`src/rtl/sop_pkg.sv`:
```
package sop_pkg;

    typedef enum logic [2:0] {
        ST_IDLE,
        ST_FETCH_A,
        ST_FETCH_X,
        ST_MUL,
        ST_ADD,
        ST_STORE,
        ST_DONE
    } seq_state_t;

    // byte distance between consecutive halfword operands
    localparam int unsigned HALF_BYTES = 2;

    // control strobes from the sequencer to the arithmetic path
    typedef struct packed {
        logic clear;
        logic ld_coef;
        logic mul;
        logic add;
    } mac_ctl_t;

    function automatic logic is_fetch(input seq_state_t s);
        return (s == ST_FETCH_A) || (s == ST_FETCH_X);
    endfunction

endpackage

```
`src/rtl/sop_ctrl.sv`:
```
module sop_ctrl
    import sop_pkg::*;
#(
    parameter int ADDR_W = 16,
    parameter int CNT_W  = 8
) (
    input  logic              clk,
    input  logic              rst,
    input  logic              start,
    input  logic [CNT_W-1:0]  count,
    input  logic [ADDR_W-1:0] coef_base,
    input  logic [ADDR_W-1:0] samp_base,
    input  logic [ADDR_W-1:0] res_addr,
    output mac_ctl_t          mac_ctl,
    output logic              mem_rd_en,
    output logic              mem_wr_en,
    output logic [ADDR_W-1:0] mem_addr,
    output logic              busy,
    output logic              done
);

    localparam logic [ADDR_W-1:0] STEP = ADDR_W'(HALF_BYTES);
    localparam logic [CNT_W-1:0]  ONE  = CNT_W'(1);

    seq_state_t        state;
    logic [CNT_W-1:0]  cnt_q;
    logic [ADDR_W-1:0] a_ptr;
    logic [ADDR_W-1:0] x_ptr;
    logic [ADDR_W-1:0] y_q;

    always_ff @(posedge clk) begin
        if (rst) begin
            state <= ST_IDLE;
            cnt_q <= '0;
            a_ptr <= '0;
            x_ptr <= '0;
            y_q   <= '0;
        end else begin
            case (state)
                ST_IDLE: begin
                    if (start) begin
                        cnt_q <= count;
                        a_ptr <= coef_base;
                        x_ptr <= samp_base;
                        y_q   <= res_addr;
                        state <= (count == '0) ? ST_STORE : ST_FETCH_A;
                    end
                end
                ST_FETCH_A: begin
                    a_ptr <= a_ptr + STEP;
                    state <= ST_FETCH_X;
                end
                ST_FETCH_X: begin
                    x_ptr <= x_ptr + STEP;
                    state <= ST_MUL;
                end
                ST_MUL: begin
                    cnt_q <= cnt_q - ONE;
                    state <= ST_ADD;
                end
                ST_ADD: begin
                    // continuation predicated on a non-zero counter
                    state <= (cnt_q != '0) ? ST_FETCH_A : ST_STORE;
                end
                ST_STORE: state <= ST_DONE;
                ST_DONE:  state <= ST_IDLE;
                default:  state <= ST_IDLE;
            endcase
        end
    end

    always_comb begin
        mem_rd_en = is_fetch(state);
        mem_wr_en = (state == ST_STORE);
        busy      = (state != ST_IDLE);
        done      = (state == ST_DONE);
        case (state)
            ST_FETCH_A: mem_addr = a_ptr;
            ST_FETCH_X: mem_addr = x_ptr;
            ST_STORE:   mem_addr = y_q;
            default:    mem_addr = '0;
        endcase
        mac_ctl.clear   = (state == ST_IDLE) && start;
        mac_ctl.ld_coef = (state == ST_FETCH_X);
        mac_ctl.mul     = (state == ST_MUL);
        mac_ctl.add     = (state == ST_ADD);
    end

    assert_cnt_dec_R2: assert property (@(posedge clk) disable iff (rst)
        (state == ST_MUL) |=> (cnt_q == $past(cnt_q) - ONE));

    assert_ptr_step_R3: assert property (@(posedge clk) disable iff (rst)
        (state == ST_FETCH_A) |=> (a_ptr == $past(a_ptr) + STEP));

    assert_rw_excl_R3: assert property (@(posedge clk) disable iff (rst)
        !(mem_rd_en && mem_wr_en));

    assert_zero_skip_R5: assert property (@(posedge clk) disable iff (rst)
        (!busy && start && count == '0) |=> (mem_wr_en && !mem_rd_en));

    assert_done_pulse_R7: assert property (@(posedge clk) disable iff (rst)
        done |=> !done);

    assert_store_done_R7: assert property (@(posedge clk) disable iff (rst)
        mem_wr_en |=> done);

    assert_busy_hold_R8: assert property (@(posedge clk) disable iff (rst)
        (busy && start) |=> $stable(y_q));

endmodule

```
`src/rtl/sop_mac.sv`:
```
module sop_mac
    import sop_pkg::*;
#(
    parameter int DATA_W = 16,
    parameter int ACC_W  = 32
) (
    input  logic              clk,
    input  logic              rst,
    input  mac_ctl_t          ctl,
    input  logic [DATA_W-1:0] rd_data,
    output logic [ACC_W-1:0]  acc
);

    localparam int PROD_W = 2 * DATA_W;

    logic        [DATA_W-1:0] coef_q;
    logic signed [PROD_W-1:0] prod_full;
    logic        [PROD_W-1:0] prod_q;
    logic        [ACC_W-1:0]  prod_ext;
    logic        [ACC_W-1:0]  acc_q;

    assign prod_full = PROD_W'($signed(coef_q)) * PROD_W'($signed(rd_data));

    generate
        if (ACC_W > PROD_W) begin : g_sext
            assign prod_ext = {{(ACC_W - PROD_W){prod_q[PROD_W-1]}}, prod_q};
        end else begin : g_trunc
            assign prod_ext = prod_q[ACC_W-1:0];
        end
    endgenerate

    always_ff @(posedge clk) begin
        if (rst) begin
            coef_q <= '0;
            prod_q <= '0;
            acc_q  <= '0;
        end else begin
            if (ctl.clear)   acc_q  <= '0;
            if (ctl.ld_coef) coef_q <= rd_data;
            if (ctl.mul)     prod_q <= prod_full;
            if (ctl.add)     acc_q  <= acc_q + prod_ext;
        end
    end

    assign acc = acc_q;

    assert_clear_add_excl_R1: assert property (@(posedge clk) disable iff (rst)
        !(ctl.clear && ctl.add));

    assert_clear_zero_R5: assert property (@(posedge clk) disable iff (rst)
        ctl.clear |=> (acc_q == '0));

    assert_coef_hold_R4: assert property (@(posedge clk) disable iff (rst)
        ctl.mul |=> $stable(coef_q));

endmodule

```
`src/rtl/sop_engine.sv`:
```
module sop_engine
    import sop_pkg::*;
#(
    parameter int ADDR_W = 16,
    parameter int CNT_W  = 8,
    parameter int DATA_W = 16,
    parameter int ACC_W  = 32
) (
    input  logic              clk,
    input  logic              rst,
    input  logic              start,
    input  logic [CNT_W-1:0]  count,
    input  logic [ADDR_W-1:0] coef_base,
    input  logic [ADDR_W-1:0] samp_base,
    input  logic [ADDR_W-1:0] res_addr,
    input  logic [DATA_W-1:0] mem_rd_data,
    output logic              mem_rd_en,
    output logic              mem_wr_en,
    output logic [ADDR_W-1:0] mem_addr,
    output logic [ACC_W-1:0]  mem_wr_data,
    output logic              busy,
    output logic              done
);

    mac_ctl_t mac_ctl;

    sop_ctrl #(
        .ADDR_W (ADDR_W),
        .CNT_W  (CNT_W)
    ) u_ctrl (
        .clk       (clk),
        .rst       (rst),
        .start     (start),
        .count     (count),
        .coef_base (coef_base),
        .samp_base (samp_base),
        .res_addr  (res_addr),
        .mac_ctl   (mac_ctl),
        .mem_rd_en (mem_rd_en),
        .mem_wr_en (mem_wr_en),
        .mem_addr  (mem_addr),
        .busy      (busy),
        .done      (done)
    );

    sop_mac #(
        .DATA_W (DATA_W),
        .ACC_W  (ACC_W)
    ) u_mac (
        .clk     (clk),
        .rst     (rst),
        .ctl     (mac_ctl),
        .rd_data (mem_rd_data),
        .acc     (mem_wr_data)
    );

    assert_store_stable_R1: assert property (@(posedge clk) disable iff (rst)
        mem_wr_en |=> $stable(mem_wr_data));

endmodule

```
`config.mk`:
```
export PLATFORM = sky130hd
export DESIGN_NAME = sop_engine
export DESIGN_NICKNAME = d
export VERILOG_FILES = /design/src/rtl/sop_pkg.sv /design/src/rtl/sop_ctrl.sv /design/src/rtl/sop_mac.sv /design/src/rtl/sop_engine.sv
export SDC_FILE = /design/constraint.sdc
export NUM_CORES = 1
export LEC_CHECK = 0
export CORE_UTILIZATION = 48
export CTS_BUF_LIST = sky130_fd_sc_hd__clkbuf_8
export DETAILED_ROUTE_END_ITERATION = 10
export MAX_ROUTING_LAYER = met4
export PLACE_DENSITY = 0.69
export SYNTH_ARGS = -nofsm -noshare
export SYNTH_HDL_FRONTEND = slang
export SYNTH_SLANG_ARGS = --single-unit
```
`constraint.sdc`:
```
create_clock -name clk -period 10 [get_ports clk]
set_input_delay 2 -clock clk [delete_from_list [all_inputs] [get_ports clk]]
set_output_delay 2 -clock clk [all_outputs]
set_load 0.02 [all_outputs]
```
-- Word-level counts from Yosys, hierarchy flattened
Index checks and enable logic that the tools add are counted.
- bits in latches: 0
- register bits: 139
- ROM bits: 0
- bits in writable memories: 0
- memories: 0
- output and inout bits: 52
- word-level logic and storage cells: 47
- shift-type cells: 0
- eq/ne operators: 7
- bitwise operators: 0
- divide/modulo/power cells: 0
- reduce and logical (&&, ||, !) cells: 14
- $mul: 1
- mux-type cells: 13
- order comparisons: 0
- $add $sub $neg: 4
- operators by type and width (operator ; count):
    $mux W32 ; 2
    $pmux W16 S2 ; 2
    $pmux W16 S3 ; 1
    $add A16 B2 Y16 const B ; 2
    $add A32 B32 Y32 ; 1
    $mul A16 B16 Y32 ; 1
    $mux W16 ; 2
    $pmux W3 S6 ; 1
    $pmux W8 S2 ; 1
    $eq A3 B3 Y1 const B ; 3
    $mux W3 ; 3
    $logic_not A8 Y1 ; 1
    $mux W8 ; 1
    $reduce_and A2 Y1 ; 4
    $reduce_bool A2 Y1 ; 4
    $reduce_bool A8 Y1 ; 1
    $sub A8 B1 Y8 const B ; 1
    $eq A3 B2 Y1 const B ; 2
    $eq A3 B1 Y1 const B ; 1
    $logic_not A3 Y1 ; 1
    $reduce_bool A3 Y1 ; 1
    $ne A2 B2 Y1 const B ; 1
    $logic_and A1 B1 Y1 ; 1
    $logic_or A1 B1 Y1 ; 1

-- Longest topological paths before layout
- depth in word-level cells: 4
- gate-level depth with buffers: 25

-- Hierarchy
From an unflattened synthesis, not the netlist that was laid out.
- cell total of the unflattened synthesis: 2039
- area, all modules: 17638.2 um^2
- modules (own cells, without submodules) (module ; area an instance (um^2) ; instances ; sequential area each (um^2) ; cells each):
    sop_mac ; 14207.4 ; 1 ; 1601.5 ; 1593
    sop_ctrl ; 3430.8 ; 1 ; 1181.1 ; 446

-- Worst setup path after synthesis
No wires, ideal clock.
- kind: input -> register
- start point: input port mem_rd_data[1]
- end point: register u_mac.prod_q[30] (netlist: u_mac.prod_ext[30])
- data arrival time: 7.708 ns
- stages on the path: 23
- slack: 2.171 ns
- path buffers: 1
- data required time: 9.879 ns
- setup time: 0.121 ns
- cells stage by stage: clkbuf_1 -> nand2_1 -> inv_1 -> fa_1 -> fa_1 -> inv_1 -> fa_1 -> fa_1 -> inv_1 -> fa_1 -> inv_1 -> fa_1 -> inv_1 -> ha_1 -> and3_1 -> o21ai_0 -> o211ai_1 -> a2111oi_0 -> o31ai_1 -> nand3_1 -> nand2_1 -> xnor2_1 -> o21ai_0
- longest elaborated chain between the ends: 1
- RTL lines (item ; line ; RTL):
    from (decl) ; sop_engine.sv:16 ; input logic [DATA_W-1:0] mem_rd_data,
    $mul A16 B16 Y32 ; sop_mac.sv:22 ; assign prod_full = PROD_W'($signed(coef_q)) * PROD_W'($signed(rd_data));
    to (signal assigned) ; sop_mac.sv:40 ; if (ctl.mul) prod_q <= prod_full;
    to (decl) ; sop_mac.sv:18 ; logic [PROD_W-1:0] prod_q;
No other way between the ends.
A chain may end at the register's enable or synchronous reset.

-- Worst setup path in the final report
- start point: input port mem_rd_data[6]
- end point: register u_mac.prod_q[30] (netlist: u_mac.prod_ext[30])
Same word-level chain as after synthesis.

==> metrics.yaml <==
grt_antenna_before_repair: 0
cts-root-buf: "clkbuf_8"
netlist_instances: 2005
port_buffers: 126
numClockSinks: 139
drive_above_1_share: 0.0303
fill_cells: 3237
critPathKind: "input port to flip-flop"
async_flop_share: 0
dp.cells: 2503
ir_drop_mv: 0.0749
path_clk_slew_ns: 0.09
cts.repair.resized: 0
fin_skew_ns: 0.0209
overflow: 0
tritoncts: "yes"
syn_avg_cell_area_um2: 8.46
syn2layout_area_growth_pct: 11.7
multi_input_area_mm2: 0.0127
final_util: 0.547
power_density_mw_per_mm2: 117
die-area_mm2: 0.0361
hpwl_mm: 33.5
drc: 0
final_common_cell: "inv_1"
finalHoldViolCount: 0
finalWirelength_mm: 43.8
die-height_um: 190
grt_start_max_net_pins: 70
final_cell_area_mm2: 0.0189
cts_setup_buffers: 0
ant_nets: 0
clockBufferDepth: 2
worstPathMaxFanout: 17
first_global_vias: 14237
htree_levels: 4
instances_no_fill: 2535
clk_latency_ns: 0.48
fin_nets: 2521
core_mm2: 0.0346
start_kind: "input port"
placed_cell_area_mm2: 0.0185
setup_tns_ns: 0
maxSlewViolCount: 0
clock.fmax_mhz: 117
rsz0062_at_grt: "false"
endpoint_kind: "flip-flop"
grt_usage: 0.259
status: "finished clean"
ys_ff_latch: 139
vias_per_cell: 5.52
die_x_um: 190
worstPathRequired_ns: 10.40
first_pass_iters: 5
crit_arrival_ns: 8.93
total_power_w: 0.00221
final_cell_mix: "inv_1 (312), nand2_1 (295), fa_1 (263)"
vias: 13992
setup_viol: 0
slew_headroom: 0.173
finalCriticalPeriod_ns: 8.52
ff_latch_area_mm2: 0.00278
r2r_setup_slack_ns: 2.92
min_period_over_period: 0.852
drtIter0Drc: 836
wl_per_cell_um: 17.3
ys_warn_count: 0
antenna_cells: 0
initial_utilization: 0.490
synth_edf_count: 0
p_leak_nw: 8.71
holdBufCountCts: 0
gp_congestion: 0.881
cts_buffers: 17
ys.flop_type: "dfxtp_1"
ys_types: 60
seq_area_frac_synth: 0.164
syn_area_mm2: 0.0170
grt_pass1_wl_mm: 71.7
hp-class: "flip-flop to flip-flop"
worst_slew_pin_slew_ns: 1.24
max_cap_viol_count: 0
io_pins: 127
core.rowCount: 68
syn-num-nets: 2459
-- where the power goes --
group          leakage [nW]  total, W  switching, W  internal (W)
clock network         0.206  0.000498      0.000264      0.000234
registers              1.13  0.000634     0.0000497      0.000584
logic                  7.37   0.00108      0.000614      0.000468
-- worst paths after layout --
check	cells past startpoint	endpoint	start
hold / removal	2	u_mac.prod_ext[16]	u_mac.prod_ext[16]
setup / recovery	22	u_mac.prod_ext[30]	mem_rd_data[6]
hold reg to reg	2	u_mac.prod_ext[16]	u_mac.prod_ext[16]
setup reg to reg	22	u_mac.prod_ext[30]	u_mac.coef_q[15]
-- state kept, by name, indices dropped and copies added (netlist names) --
| signal | flops |
|---|---|
| u_mac.coef_q | 16 |
| u_ctrl.state | 3 |
| u_mac.acc | 32 |
| u_ctrl.a_ptr | 16 |
| u_mac.prod_ext | 32 |
| u_ctrl.y_q | 16 |
| u_ctrl.x_ptr | 16 |
| u_ctrl.cnt_q | 8 |
-- synthesized netlist by cell type (20+ instances only) --
cell,instances,area [µm²]
inv_1,311,1170
nand2_1,296,1110
fa_1,263,5270
a21oi_1,143,716
dfxtp_1,139,2780
and2_1,135,845
ha_1,116,1450
nor2_1,89,334
clkbuf_1,88,330
o21ai_0,70,350
xnor2_1,40,350
nand3_1,38,190
a21o_1,28,210
a22oi_1,24,180
a211oi_1,20,150
and3_1,20,125
xor2_1,20,175
-- worst max-delay path: stages --
cell	delay, ns
clkdlybuf4s50_1	0.74
and2_1	0.32
fa_1	0.55
fa_1	0.82
inv_1	0.12
fa_1	0.43
fa_1	0.54
inv_1	0.05
fa_1	0.53
inv_1	0.05
fa_1	0.47
inv_1	0.04
ha_1	0.35
a21o_1	0.22
o21ai_0	0.27
o211ai_1	0.18
a2111oi_0	0.55
o31ai_1	0.22
nand3_1	0.12
nand2_1	0.07
xnor2_1	0.12
o21ai_0	0.16
-- layer usage --
layer | share of wire | vias to the layer above | GRT usage
li1 | - | 6538 | -
met1 | 0.40 | 6928 | 0.303
met2 | 0.51 | 426 | 0.449
met3 | 0.055 | 100 | 0.0317
met4 | 0.036 | 0 | 0.103
met5 | 0 | - | -
-- layout make-up --
class | instances | share of cell area
Multi-Input combinational cell | 1460 | 0.669
Sequential cell | 139 | 0.147
Timing Repair Buffer | 138 | 0.0712
Inverter | 311 | 0.0616
Tap cell | 455 | 0.0300
Clock buffer | 18 | 0.0131
Clock inverter | 14 | 0.00839
-- logic make-up after synthesis --
logic type               synth area share
adder cells (fa/ha/maj)             0.396
AND/OR/NAND/NOR                     0.179
buffers and inverters              0.0898
multiplexers                     0.000664
XOR/XNOR                           0.0310
flip-flops                          0.164
AO/OA/AOI/OAI                       0.140
-- through the flow --
| step | setup WS (ns) | hold slack [ns] |
|---|---|---|
| after floorplan | 2.17 | 0.429 |
| after global placement | 1.24 | 0.443 |
| after detailed placement | 1.01 | 0.448 |
| after CTS | 1.49 | 0.461 |
| after global routing | 1.05 | 0.483 |
| final | 1.48 | 0.460 |
Note: power is estimated with default switching activity, not from simulation.
